**src/rtl/scp_pkg.sv**
```systemverilog
package scp_pkg;
   parameter int unsigned SCP_WORD_W = 16;
   parameter int unsigned SCP_SYNC_STAGES = 2;

   typedef struct packed {
      logic lvl;
      logic rise;
      logic fall;
   } scp_edge_t;
endpackage

```
**src/rtl/scp_sync.sv**
```systemverilog
module scp_sync #(
   parameter int unsigned W      = 3,
   parameter int unsigned STAGES = 2,
   parameter logic [W-1:0] RST_VAL = '0
) (
   input  logic         clk,
   input  logic         rst_n,
   input  logic [W-1:0] d,
   output logic [W-1:0] q
);
   if (STAGES < 2) begin : g_bad_stages
      $error("scp_sync: STAGES must be at least 2");
   end

   logic [W-1:0] stg [STAGES];

   for (genvar i = 0; i < STAGES; i++) begin : g_stage
      if (i == 0) begin : g_first
         always_ff @(posedge clk or negedge rst_n) begin
            if (!rst_n) stg[i] <= RST_VAL;
            else        stg[i] <= d;
         end
      end else begin : g_next
         always_ff @(posedge clk or negedge rst_n) begin
            if (!rst_n) stg[i] <= RST_VAL;
            else        stg[i] <= stg[i-1];
         end
      end
   end

   assign q = stg[STAGES-1];
endmodule

```
**src/rtl/scp_edge.sv**
```systemverilog
module scp_edge
   import scp_pkg::*;
#(
   parameter logic RST_LVL = 1'b0
) (
   input  logic      clk,
   input  logic      rst_n,
   input  logic      d,
   output scp_edge_t e
);
   logic prev_q;

   always_ff @(posedge clk or negedge rst_n) begin
      if (!rst_n) prev_q <= RST_LVL;
      else        prev_q <= d;
   end

   assign e.lvl  = d;
   assign e.rise = d & ~prev_q;
   assign e.fall = ~d & prev_q;
endmodule

```
**src/rtl/scp_shift.sv**
```systemverilog
module scp_shift #(
   parameter int unsigned W = 16
) (
   input  logic         clk,
   input  logic         rst_n,
   input  logic         load,
   input  logic         shift_en,
   input  logic         adv,
   input  logic         sdi,
   input  logic [W-1:0] par_i,
   output logic [W-1:0] par_o,
   output logic         sdo
);
   if (W < 2) begin : g_bad_w
      $error("scp_shift: W must be at least 2");
   end

   logic [W-1:0] sr_q;
   logic         out_q;

   always_ff @(posedge clk or negedge rst_n) begin
      if (!rst_n) begin
         sr_q  <= '0;
         out_q <= 1'b0;
      end else if (load) begin
         sr_q  <= par_i;
         out_q <= par_i[0];
      end else begin
         if (shift_en) sr_q  <= {sdi, sr_q[W-1:1]};
         if (adv)      out_q <= sr_q[0];
      end
   end

   assign par_o = sr_q;
   assign sdo   = out_q;

   p_shift_in_r3: assert property (@(posedge clk) disable iff (!rst_n)
      (shift_en && !load) |=> (sr_q[W-1] == $past(sdi)));

   p_snapshot_r5: assert property (@(posedge clk) disable iff (!rst_n)
      load |=> ((sr_q == $past(par_i)) && (out_q == $past(par_i[0]))));

   p_out_hold_r4: assert property (@(posedge clk) disable iff (!rst_n)
      (!load && !adv) |=> $stable(out_q));
endmodule

```
**src/rtl/scp_ctrl_reg.sv**
```systemverilog
module scp_ctrl_reg #(
   parameter int unsigned  W       = 16,
   parameter logic [W-1:0] RST_VAL = '0
) (
   input  logic         clk,
   input  logic         rst_n,
   input  logic         upd,
   input  logic [W-1:0] d,
   output logic [W-1:0] q
);
   logic [W-1:0] reg_q;

   always_ff @(posedge clk or negedge rst_n) begin
      if (!rst_n)   reg_q <= RST_VAL;
      else if (upd) reg_q <= d;
   end

   assign q = reg_q;

   p_ctrl_hold_r6: assert property (@(posedge clk) disable iff (!rst_n)
      !upd |=> $stable(reg_q));

   p_ctrl_take_r6: assert property (@(posedge clk) disable iff (!rst_n)
      upd |=> (reg_q == $past(d)));
endmodule

```
**src/rtl/serial_cmd_port.sv**
```systemverilog
module serial_cmd_port
   import scp_pkg::*;
#(
   parameter int unsigned WORD_W      = SCP_WORD_W,
   parameter int unsigned SYNC_STAGES = SCP_SYNC_STAGES,
   parameter logic [WORD_W-1:0] CTRL_RST = 16'hE000
) (
   input  logic              clk,
   input  logic              rst_n,
   input  logic              cs_n_i,
   input  logic              sck_i,
   input  logic              sdi_i,
   input  logic [WORD_W-1:0] status_i,
   output logic              sdo_o,
   output logic              sdo_oe_o,
   output logic [WORD_W-1:0] ctrl_o
);
   localparam int unsigned NSIG = 3;
   localparam logic [NSIG-1:0] SYNC_RST = 3'b100;

   if (WORD_W < 2) begin : g_bad_word
      $error("serial_cmd_port: WORD_W must be at least 2");
   end

   logic [NSIG-1:0] raw_in;
   logic [NSIG-1:0] syn;
   scp_edge_t       cs_e;
   scp_edge_t       sck_e;
   logic            selected;
   logic [WORD_W-1:0] sr_par;

   assign raw_in = {cs_n_i, sck_i, sdi_i};

   scp_sync #(.W(NSIG), .STAGES(SYNC_STAGES), .RST_VAL(SYNC_RST)) u_sync (
      .clk(clk), .rst_n(rst_n), .d(raw_in), .q(syn)
   );

   scp_edge #(.RST_LVL(1'b1)) u_cs_edge (
      .clk(clk), .rst_n(rst_n), .d(syn[2]), .e(cs_e)
   );

   scp_edge #(.RST_LVL(1'b0)) u_sck_edge (
      .clk(clk), .rst_n(rst_n), .d(syn[1]), .e(sck_e)
   );

   assign selected = ~cs_e.lvl;

   scp_shift #(.W(WORD_W)) u_shift (
      .clk(clk), .rst_n(rst_n),
      .load(cs_e.fall),
      .shift_en(sck_e.fall & selected),
      .adv(sck_e.rise & selected),
      .sdi(syn[0]),
      .par_i(status_i),
      .par_o(sr_par),
      .sdo(sdo_o)
   );

   scp_ctrl_reg #(.W(WORD_W), .RST_VAL(CTRL_RST)) u_ctrl (
      .clk(clk), .rst_n(rst_n),
      .upd(cs_e.rise),
      .d(sr_par),
      .q(ctrl_o)
   );

   assign sdo_oe_o = selected;

   p_ctrl_at_release_r6: assert property (@(posedge clk) disable iff (!rst_n)
      (ctrl_o != $past(ctrl_o)) |-> $past(cs_e.rise));

   p_quiet_deselected_r9: assert property (@(posedge clk) disable iff (!rst_n)
      (cs_e.lvl && !cs_e.rise && !cs_e.fall) |=> $stable(sdo_o));
endmodule

```
**config.mk**
```make
export PLATFORM = sky130hd
export DESIGN_NAME = serial_cmd_port
export DESIGN_NICKNAME = d
export VERILOG_FILES = /design/src/rtl/scp_pkg.sv /design/src/rtl/scp_sync.sv /design/src/rtl/scp_edge.sv /design/src/rtl/scp_shift.sv /design/src/rtl/scp_ctrl_reg.sv /design/src/rtl/serial_cmd_port.sv
export SDC_FILE = /design/constraint.sdc
export NUM_CORES = 1
export LEC_CHECK = 0
export BUFFER_PORTS_ARGS = -buffer_cell sky130_fd_sc_hd__buf_2
export CAP_MARGIN = 20
export CORE_ASPECT_RATIO = 1.4
export CORE_MARGIN = 2
export CORE_UTILIZATION = 52
export CTS_BUF_LIST = sky130_fd_sc_hd__clkbuf_16
export CTS_CLUSTER_SIZE = 40
export DETAILED_ROUTE_END_ITERATION = 8
export PLACE_DENSITY_LB_ADDON = 0.3
export SYNTH_ARGS = -nofsm -noshare
export SYNTH_HDL_FRONTEND = slang
export SYNTH_SLANG_ARGS = --single-unit
```
**constraint.sdc**
```tcl
create_clock -name clk -period 1.64 [get_ports clk]
set_clock_uncertainty 0.1 [all_clocks]
set_input_delay 0.082 -clock clk [delete_from_list [all_inputs] [get_ports clk]]
set_output_delay 0.082 -clock clk [all_outputs]
set_load 0.005 [all_outputs]
```
## Yosys cells after proc, flatten, opt, wreduce, memory -nomap -nowiden

Index checks and enable logic that the tools add are counted.

| operators by class | value |
|---|---|
| mux-type cells | 4 |
| bitwise logic cells | 10 |
| reduce and logical (&&, ||, !) cells | 2 |

Operators with widths:

| cell | count |
|---|---|
| $mux W16 | 2 |
| $and A1 B1 Y1 | 6 |
| $not A1 Y1 | 4 |
| $reduce_bool A2 Y1 | 2 |
| $mux W1 | 2 |

| word-level totals | value |
|---|---|
| bits in registers | 41 |
| input port bits | 21 |
| logic and storage cells | 23 |

## Logic depth before layout (Yosys ltp)

Gate-level depths: netlist of run 1.

| logic depth | value |
|---|---|
| depth in word-level cells | 5 |
| depth in mapped cells | 4 |

## Modules after synthesis

From an unflattened synthesis of run 1, not the netlist that was laid out.

| second synthesis, totals | value |
|---|---|
| cell total of the unflattened synthesis | 125 |
| area total of the unflattened synthesis | 1730.4 sq um |

By module, submodules not included:

| module | times used | cells an instance | area each (sq um) |
|---|---|---|---|
| scp_shift | 1 | 71 | 789.5 |
| scp_ctrl_reg | 1 | 34 | 653.1 |
| scp_sync | 1 | 9 | 175.2 |
| scp_edge (u_cs_edge) | 1 | 4 | 48.8 |
| scp_edge (u_sck_edge) | 1 | 4 | 47.5 |
| serial_cmd_port | 1 | 3 | 16.3 |

## Worst setup path after synthesis of run 1

Ideal clock, no wire load.

| path | value |
|---|---|
| path kind | flip-flop to flip-flop |
| start | register u_cs_edge.prev_q |
| end | register u_ctrl.reg_q[0] (netlist: u_ctrl.q[0]) |
| setup time | 0.127 ns |
| arrival time | 1.284 ns |
| slack | 0.128 ns |
| cell stages (with the launch flop) | 5 |
| clock period less this slack | 1.512 ns |
| cells stage by stage | dfstp_2 nand2b_1 buf_4 buf_6 mux2_1 |

| on the way | value |
|---|---|
| word-level cells in the longest chain between the ends | 2 |

Ends and longest elaborated chain:

| what | line | RTL |
|---|---|---|
| start, declared | scp_edge.sv:11 | `logic prev_q;` |
| start signal, assigned | scp_edge.sv:14 | `if (!rst_n) prev_q <= RST_LVL;` |
| start signal, assigned | scp_edge.sv:15 | `else prev_q <= d;` |
| $not A1 Y1 | scp_edge.sv:19 | `assign e.rise = d & ~prev_q;` |
| $and A1 B1 Y1 | scp_edge.sv:19 |  |
| end signal, assigned | scp_ctrl_reg.sv:14 | `if (!rst_n) reg_q <= RST_VAL;` |
| end signal, assigned | scp_ctrl_reg.sv:15 | `else if (upd) reg_q <= d;` |
| end, declared | scp_ctrl_reg.sv:11 | `logic [W-1:0] reg_q;` |

Every way passes these cells.
A chain may end at the register's enable or synchronous reset.

## Worst setup path after layout of run 1

| path | value |
|---|---|
| start | register u_sync.stg, in the netlist u_sync.q[2] |
| end | register u_shift.sr_q[4] (netlist: u_shift.par_o[4]) |

| on the way | value |
|---|---|
| word-level cells in the longest chain between the ends | 3 |
| elaborated cells on any way between the ends | 5 |
| classes of those cells | 1 x mux; 3 x bitwise; 1 x reduce/logical |

Ends and longest elaborated chain:

| what | line | RTL |
|---|---|---|
| start, declared | scp_sync.sv:15 | `logic [W-1:0] stg [STAGES];` |
| start signal, assigned by index | scp_sync.sv:26 | `else stg[i] <= stg[i-1];` |
| $not A1 Y1 (*) | scp_edge.sv:20, serial_cmd_port.sv:46 |  |
| $and A1 B1 Y1, on equally long branches | scp_edge.sv:20, serial_cmd_port.sv:51 |  |
| $mux W16 or $reduce_bool A2 Y1 (tied branches) | -- |  |
| end signal, assigned | scp_shift.sv:26 | `sr_q <= par_i;` |
| end signal, assigned | scp_shift.sv:29 | `if (shift_en) sr_q <= {sdi, sr_q[W-1:1]};` |
| end, declared | scp_shift.sv:18 | `logic [W-1:0] sr_q;` |

Mark *: on every way between the ends. The rest lies on a longest branch, timed or not.

==> results by group, run 1 <==
Outcome
  • Outcome: finished clean

Setup path
  • Arrival time at the worst endpoint: 1.61 ns
  • Type of element launching the critical path: flip-flop
  • Max FO, Critical Path: 14
  • Worst setup path class: flip-flop to flip-flop
  • Required time of the critical path: between 1.5 and 2 ns
  • Nature of the critical path endpoint: flip-flop

Die
  • Initial standard-cell utilization of the core: 55.5%
  • Std-Cell Rows: 23
  • Floorplan die area: 3570 um2
  • Die extent in x: 51.1 um
  • # IOs: 39
  • Core Region: 2910 um2
  • Die Y: 69.9 um

Timing
  • Peak Freq: 647 MHz
  • Minimum clock period after layout: 1.55 ns
  • Worst hold margin: 0.00431 ns
  • Transition time at the pin with the least slew margin: 0.624 ns
  • Setup-failing EPs final: 0
  • Crit share post-route: 94.3%
  • Post-Route Setup TNS: 0 ns
  • Number of hold-slack violations in the final timing report: 0
  • Max-slew violation total from the final report: 0
  • Setup repair after global routing missed its margin: no
  • Worst-case headroom to the max-slew limit: between 50 and 60%

Drt
  • Vias post-DR: between 1000 and 1500
  • Drt first-iter violations: 18
  • Routed via count divided by cell count: between 5 and 6
  • Wire length per cell after detailed routing: 15.0 um
  • Antenna viol nets, final: 0
  • Total iterations of the first detailed-routing run: 4
  • Total length of routed wires: between 2000 and 3000 um
  • Detailed-route DRC error count: 0

Clocking
  • Source-to-sink clock delay at the later pin of the worst-skew pair: 0.28 ns
  • H-tree Lvls: 2
  • Clock sink total: 41
  • Clock Pin Slew Worst Setup and Hold Paths: 0.05 ns
  • Clock Tree Buf Depth: 2
  • Buffers inserted during post-CTS setup optimization: 0
  • Clock buffer count from CTS: 5
  • Clock tree from TritonCTS: yes
  • Clock root buffer: sky130_fd_sc_hd__clkbuf_16

Cells and area
  • Ratio of cells with drive above 1 in the final layout: 40.9%
  • Synth-to-Final Area Change: 29.9%
  • Final net count: 179
  • Highest-count cells in the layout ignoring fill and taps: 38 x sky130_fd_sc_hd__buf_2, 35 x sky130_fd_sc_hd__dfrtp_1, 14 x sky130_fd_sc_hd__a221o_1, 11 x sky130_fd_sc_hd__and2_1, 10 x sky130_fd_sc_hd__mux2_1
  • Leading cell type in the layout, fill and taps excluded: sky130_fd_sc_hd__buf_2
  • Number of diodes: 0

Power
  • Pwr per Cell Area: between 1000 and 1500 nW/um2
  • Maximum ir drop on the vdd rail: between 1 and 1.5 mV
  • Leakage power: 1.00 nW

Global routing
  • Global-route total usage across every layer: 19.0%
  • Met3 track demand over resource in global routing: ~4.1%
  • Via count of the first global-routing pass: 1096
  • Antenna violations before repair: 0
  • Met1 track utilization from global routing: 23.6%
  • Met2 Use GR: 29.3%
  • Overflow left after global routing: 0
  • Largest net degree at the start of global routing: 42
  • Routing layer with the top usage in global route: met2
  • First-pass GRT wire length: just under 5000 um

Logic synthesis
  • Register bit total from synthesis: 41
  • Mean post-synth cell area: 14.8 um2
  • Gate count of the mapped netlist: 109
  • Post-synthesis instance area: 1610 um2
  • Post-synth net total: 130
  • Count of unique library cells instantiated by Yosys: 23
  • Syn. warnings: 0
  • Sequential element share of the synthesized area: 64.0%

Place
  • Detail Placement HPWL: 2010 um
  • Global placement routability congestion: 0.776
  • Number of port buffers: 38

Flow run
  • Max-cap viol count: 0

Worst hold path
  • Min-Delay Path Class: input pin to flip-flop
## layout make-up
| cell class | count | area (um2) |
|---|---|---|
| tap | 37 | 46.3 |
| multi-input combinational | 62 | 538 |
| sequential | 41 | 1030 |
| clock inverter | 3 | 65.1 |
| timing repair buffer | 47 | 285 |
| clock buffer | 5 | 125 |
| inverter | 1 | 3.75 |
| fill | 211 | 810 |
## metrics by stage
step	setup WS, ns	area, um2	power, W	utilization [%]	std cells
2_1_floorplan	0.128	1610	0.00147	-	109
3_3_place_gp	0.0984	1850	0.00164	63.5	182
3_5_place_dp	0.0605	1850	0.00166	63.5	182
4_1_cts	0.0535	2100	0.00292	72.1	196
5_1_grt	0.0329	2100	0.00300	72.1	196
6_report	0.0933	2100	0.00288	72.1	196
## worst paths after layout
check	startpoint	end	slack [ns]	cells after the start
worst max-delay path	u_sync.q[2]$_DFF_PN1_	u_shift.par_o[4]$_DFFE_PN0P_	0.09	3
worst min-delay path	status_i[3]	u_shift.par_o[3]$_DFFE_PN0P_	0.004	3
worst max register to register	u_sync.q[2]$_DFF_PN1_	u_shift.par_o[4]$_DFFE_PN0P_	0.09	3
worst min register to register	u_sync.stg[4]$_DFF_PN0_	u_sync.q[1]$_DFF_PN0_	0.25	0
max in group asynchronous	rst_n	u_cs_edge.prev_q$_DFF_PN1_	0.98	3
min in group asynchronous	rst_n	u_ctrl.q[1]$_DFFE_PN0P_	0.19	3
## cell usage after synthesis (all sizes together)
library cell	n	area, um2
dfrtp	35	876
mux2	16	180
a221o	14	140
and2	14	87.6
dfstp	6	158
buf	5	40.0
nor2	3	18.8
nor2b	3	18.8
a21oi	2	10.0
mux2i	2	20.0
nand2b	2	12.5
o21ai	2	13.8
a22oi	1	7.51
and2b	1	7.51
inv	1	3.75
o2bb2ai	1	8.76
or3b	1	11.3
## worst max-delay path, stage by stage, from the launching register on
cell and delay (ns):
sky130_fd_sc_hd__dfstp_2 0.58, sky130_fd_sc_hd__and2b_2 0.31, sky130_fd_sc_hd__and2_1 0.18, sky130_fd_sc_hd__a221o_1 0.26
## metal layers
metal / wire length, um / share of wire (%)
met1: 1220 / 41
met2: 1480 / 50
met3: 164 / 5.6
met4: 85 / 2.9
met5: 0 / 0
## flip-flops by register name, indices dropped and copies added (netlist names)
signal and cells:
u_sync.stg 3, u_shift.sdo 1, u_sck_edge.prev_q 1, u_cs_edge.prev_q 1, u_shift.par_o 16, u_ctrl.q 16
u_sync.q 3
## timing repair
action                                  CTS  global route
gates resized for setup                   0             1
endpoints found under the hold margin    46             0
hold buffers                              6             0
endpoints found under the setup margin    0            14
## where the power goes
group          internal (W)  total [W]  switching, W
Combinational      0.000217   0.000358      0.000142
Clock              0.000868    0.00123      0.000364
Sequential          0.00119    0.00129     0.0000994
Total               0.00227    0.00288      0.000605
## cells by family after synthesis
family,Yosys count,share of synthesized area (%)
AOI/OAI and AO/OA,20,11.2
buffers and inverters,6,2.71
and+or+nand+nor,24,9.69
DFF,41,64.0
muxes,18,12.4
(Power assumes the default switching activity.)
==> run 2, diff against run 1 <==
--- a/config.mk
+++ b/config.mk
@@ -5,14 +5,16 @@
 export SDC_FILE = /design/constraint.sdc
 export NUM_CORES = 1
 export LEC_CHECK = 0
+export ABC_AREA = 1
 export BUFFER_PORTS_ARGS = -buffer_cell sky130_fd_sc_hd__buf_2
 export CAP_MARGIN = 20
 export CORE_ASPECT_RATIO = 1.4
 export CORE_MARGIN = 2
-export CORE_UTILIZATION = 52
+export CORE_UTILIZATION = 53
 export CTS_BUF_LIST = sky130_fd_sc_hd__clkbuf_16
 export CTS_CLUSTER_SIZE = 40
 export DETAILED_ROUTE_END_ITERATION = 8
+export GPL_ROUTABILITY_DRIVEN = 0
 export PLACE_DENSITY_LB_ADDON = 0.3
 export SYNTH_ARGS = -nofsm -noshare
 export SYNTH_HDL_FRONTEND = slang
==> results by group, run 2 <==
Drt
  • Vias post-DR: ~1400
  • Total length of routed wires: ~3400 um
  • Routed via count divided by cell count: 4.86
  • Drt first-iter violations: 54
  • Antenna viol nets, final: 0
  • Wire length per cell after detailed routing: 11.5 um
  • Total iterations of the first detailed-routing run: 4
  • Detailed-route DRC error count: 0

Flow run
  • Max-cap viol count: 0

Global routing
  • Via count of the first global-routing pass: around 1300
  • Overflow left after global routing: 0
  • Global-route total usage across every layer: a little under a fifth
  • Largest net degree at the start of global routing: 36
  • Antenna violations before repair: 0
  • First-pass GRT wire length: roughly 5500 um

Clocking
  • Clock buffer count from CTS: 5
  • H-tree Lvls: 2
  • Clock tree from TritonCTS: yes
  • Source-to-sink clock delay at the later pin of the worst-skew pair: 0.27 ns
  • Clock Tree Buf Depth: 2
  • Buffers inserted during post-CTS setup optimization: 0
  • Clock sink total: 41
  • Clock root buffer: sky130_fd_sc_hd__clkbuf_16
  • Clock Pin Slew Worst Setup and Hold Paths: ~0.050 ns

Power
  • Clock share of power: 36.4%
  • Maximum ir drop on the vdd rail: 0.778 mV
  • Power Internal: approximately 0.0021 W
  • Fraction of power spent switching nets: 25.6%
  • Power dissipated by switching net loads: 0.000739 W
  • Total power: between 0.002 and 0.003 W
  • Pwr per Cell Area: 1260 nW/um2
  • Logic pwr share: 18.0%
  • Register share of total power: approximately 46%
  • Leakage power: 1.26 nW

Timing
  • Number of hold-slack violations in the final timing report: 0
  • Setup repair after global routing missed its margin: no
  • Minimum clock period after layout: 1.52 ns
  • Post-Route Setup TNS: 0 ns
  • Peak Freq: 656 MHz
  • Least setup slack across all paths after layout: 0.116 ns
  • Worst-case headroom to the max-slew limit: 66.5%
  • Max-slew violation total from the final report: 0
  • Crit share post-route: 92.9%
  • Transition time at the pin with the least slew margin: 0.502 ns
  • Setup-failing EPs final: 0

Logic synthesis
  • Sequential element share of the synthesized area: 55.0%
  • Share of Yosys cell area claimed by the top area cell type: 46.6%
  • Count of unique library cells instantiated by Yosys: 14
  • Register bit total from synthesis: 41
  • Most frequently used cell type in the post-synthesis netlist: sky130_fd_sc_hd__nand2_1
  • Library cell with the largest summed area after synthesis: sky130_fd_sc_hd__dfrtp_1
  • Post-synth net total: 233
  • Post-synthesis instance area: 1880 um2
  • Gate count of the mapped netlist: approximately 210
  • Most area-consuming cells after synthesis: sky130_fd_sc_hd__dfrtp_1 47%, sky130_fd_sc_hd__nand2_1 17%, sky130_fd_sc_hd__nand3_1 8.8%
  • Mean post-synth cell area: around 9 um2
  • Ys async rst share: 100%
  • Most frequently used flop master after synthesis: sky130_fd_sc_hd__dfrtp_1
  • Number of flops mapped to enable cells by yosys: 0
  • Most frequent cells after synthesis: 86 x sky130_fd_sc_hd__nand2_1, 35 x sky130_fd_sc_hd__dfrtp_1, 33 x sky130_fd_sc_hd__nand3_1
  • Syn. warnings: 0

Setup path
  • Type of element launching the critical path: flip-flop
  • Max FO, Critical Path: 32
  • Worst-path cell with the longest stage delay: sky130_fd_sc_hd__dfstp_2
  • Kind of cell adding the most delay to the critical path: flip-flops
  • Max stage delay on crit path: around 0.53 ns
  • Setup crit start: u_sync.q[2]$_DFF_PN1_
  • Number of buffer and inverter instances along the worst setup path: 2
  • Arrival time at the worst endpoint: 1.59 ns
  • Worst setup path class: flip-flop to flip-flop
  • Worst flop-to-flop path startpoint: u_sync.q[2]$_DFF_PN1_
  • Required time of the critical path: 1.70 ns
  • Ordered list of cells on the worst path: inv_1, or2_1, buf_12, nand2_1, o21ai_2
  • Nature of the critical path endpoint: flip-flop

Die
  • Floorplan die area: 4040 um2
  • Initial standard-cell utilization of the core: 55.6%
  • # IOs: 39
  • Core Region: 3380 um2
  • Std-Cell Rows: 25
  • Die Y: 74.5 um
  • Die extent in x: 54.3 um

Place
  • Detail Placement HPWL: 2350 um
  • Pre-CTS setup slack: 0.102 ns
  • Post-placement cell area: about 2100 um2
  • Number of port buffers: 38

Cells and area
  • Synth-to-Final Area Change: 22.1%
  • Number of diodes: 0
  • Final net count: 276
  • Final non-filler cell area: 2290 um2
  • Ratio of cells with drive above 1 in the final layout: 29.7%
  • Total of fill cells in the finished design: roughly 300
  • Sequential Area: 1030 um2
  • Leading cell type in the layout, fill and taps excluded: sky130_fd_sc_hd__nand2_1
  • Area of the multi-input gates: roughly 670 um2
  • Highest-count cells in the layout ignoring fill and taps: 86 x sky130_fd_sc_hd__nand2_1, 38 x sky130_fd_sc_hd__buf_2, 35 x sky130_fd_sc_hd__dfrtp_1, 33 x sky130_fd_sc_hd__nand3_1, 19 x sky130_fd_sc_hd__inv_1

Worst hold path
  • Min-Delay Path Class: input pin to flip-flop
  • Worst Min Path Start: status_i[7]

Outcome
  • Outcome: finished clean
[run 2: cell count changes after synthesis, moves of 3 or more]
cell / delta
sky130_fd_sc_hd__and2_1: -11
sky130_fd_sc_hd__and2_0: -3
sky130_fd_sc_hd__a221o_1: -14
sky130_fd_sc_hd__nand2_1: +86
sky130_fd_sc_hd__mux2_1: -10
sky130_fd_sc_hd__buf_2: +4
sky130_fd_sc_hd__inv_1: +17
sky130_fd_sc_hd__buf_6: +4
sky130_fd_sc_hd__nor2b_1: -3
sky130_fd_sc_hd__o21ai_2: +15
sky130_fd_sc_hd__mux2_2: -6
sky130_fd_sc_hd__nand3_1: +33
[run 2: area by class of cell]
cell class | instances | area share, %
Multi-Input combinational cell | 140 | 29.3
Tap cell | 40 | 2.18
Inverter | 18 | 2.94
Timing Repair Buffer | 49 | 13.4
Sequential cell | 41 | 45.0
Clock buffer | 5 | 5.45
Clock inverter | 3 | 1.64
[run 2: kinds of logic (layout without fill, tap and decap cells)]
| group | Yosys count | count (layout) | share of synthesized area [%] |
|---|---|---|---|
| DFF | 41 | 41 | 55.0 |
| AOI/OAI and AO/OA | 16 | 16 | 7.46 |
| buffers and inverters | 31 | 75 | 9.19 |
| and+or+nand+nor | 124 | 124 | 28.4 |
[run 2: what timing repair did]
item,4_1_cts,5_1_grt
hold buffers,4,0
hold endpoints to repair,20,0
gates resized for setup,0,0
[run 2: layer usage]
| layer | GRT usage, % | vias up | share of wire [%] |
|---|---|---|---|
| li1 | - | 748 | - |
| met5 | 0 | - | 0 |
| met3 | 5.22 | 2 | 4.1 |
| met1 | 23.5 | 653 | 44 |
| met2 | 31.1 | 36 | 51 |
| met4 | 6.94 | 0 | 0.80 |
[run 2: tightest hold or removal path, stage by stage]
cell                      delay [ns]
sky130_fd_sc_hd__buf_2          0.07
sky130_fd_sc_hd__nand3_1        0.06
sky130_fd_sc_hd__nand2_1        0.06
sky130_fd_sc_hd__nand2_1        0.04
sky130_fd_sc_hd__nand2_1        0.05
[run 2: power by group through the flow]
stage	clock network, W	registers [W]	logic (W)
CTS	0.00108	0.00132	0.000530
detailed placement	0	0.00133	0.000518
finish	0.00105	0.00132	0.000518
global route	0.00111	0.00134	0.000601
global placement	0	0.00133	0.000501
floorplan	0	0.00132	0.000338
[run 2: final timing paths]
path / end / slack, ns / cells past startpoint
worst max-delay path: u_ctrl.q[11]$_DFFE_PN0P_ / 0.12 / 5
worst min-delay path: u_shift.par_o[7]$_DFFE_PN0P_ / 0.03 / 5
worst max register to register: u_ctrl.q[11]$_DFFE_PN0P_ / 0.12 / 5
worst min register to register: u_sync.q[0]$_DFF_PN0_ / 0.25 / 0
max in group asynchronous: u_ctrl.q[14]$_DFFE_PN1P_ / 0.62 / 3
min in group asynchronous: u_shift.par_o[2]$_DFFE_PN0P_ / 0.22 / 2
[run 2: metrics by stage]
| stage | utilization [%] | instances | hold slack [ns] |
|---|---|---|---|
| final | 67.9 | 296 | 0.0264 |
| after global routing | 67.9 | 296 | 0.0542 |
| after CTS | 67.9 | 296 | 0.0234 |
| after detailed placement | 61.9 | 284 | -0.0135 |
| after global placement | 61.9 | 284 | -0.0157 |
| after floorplan | - | 212 | -0.314 |
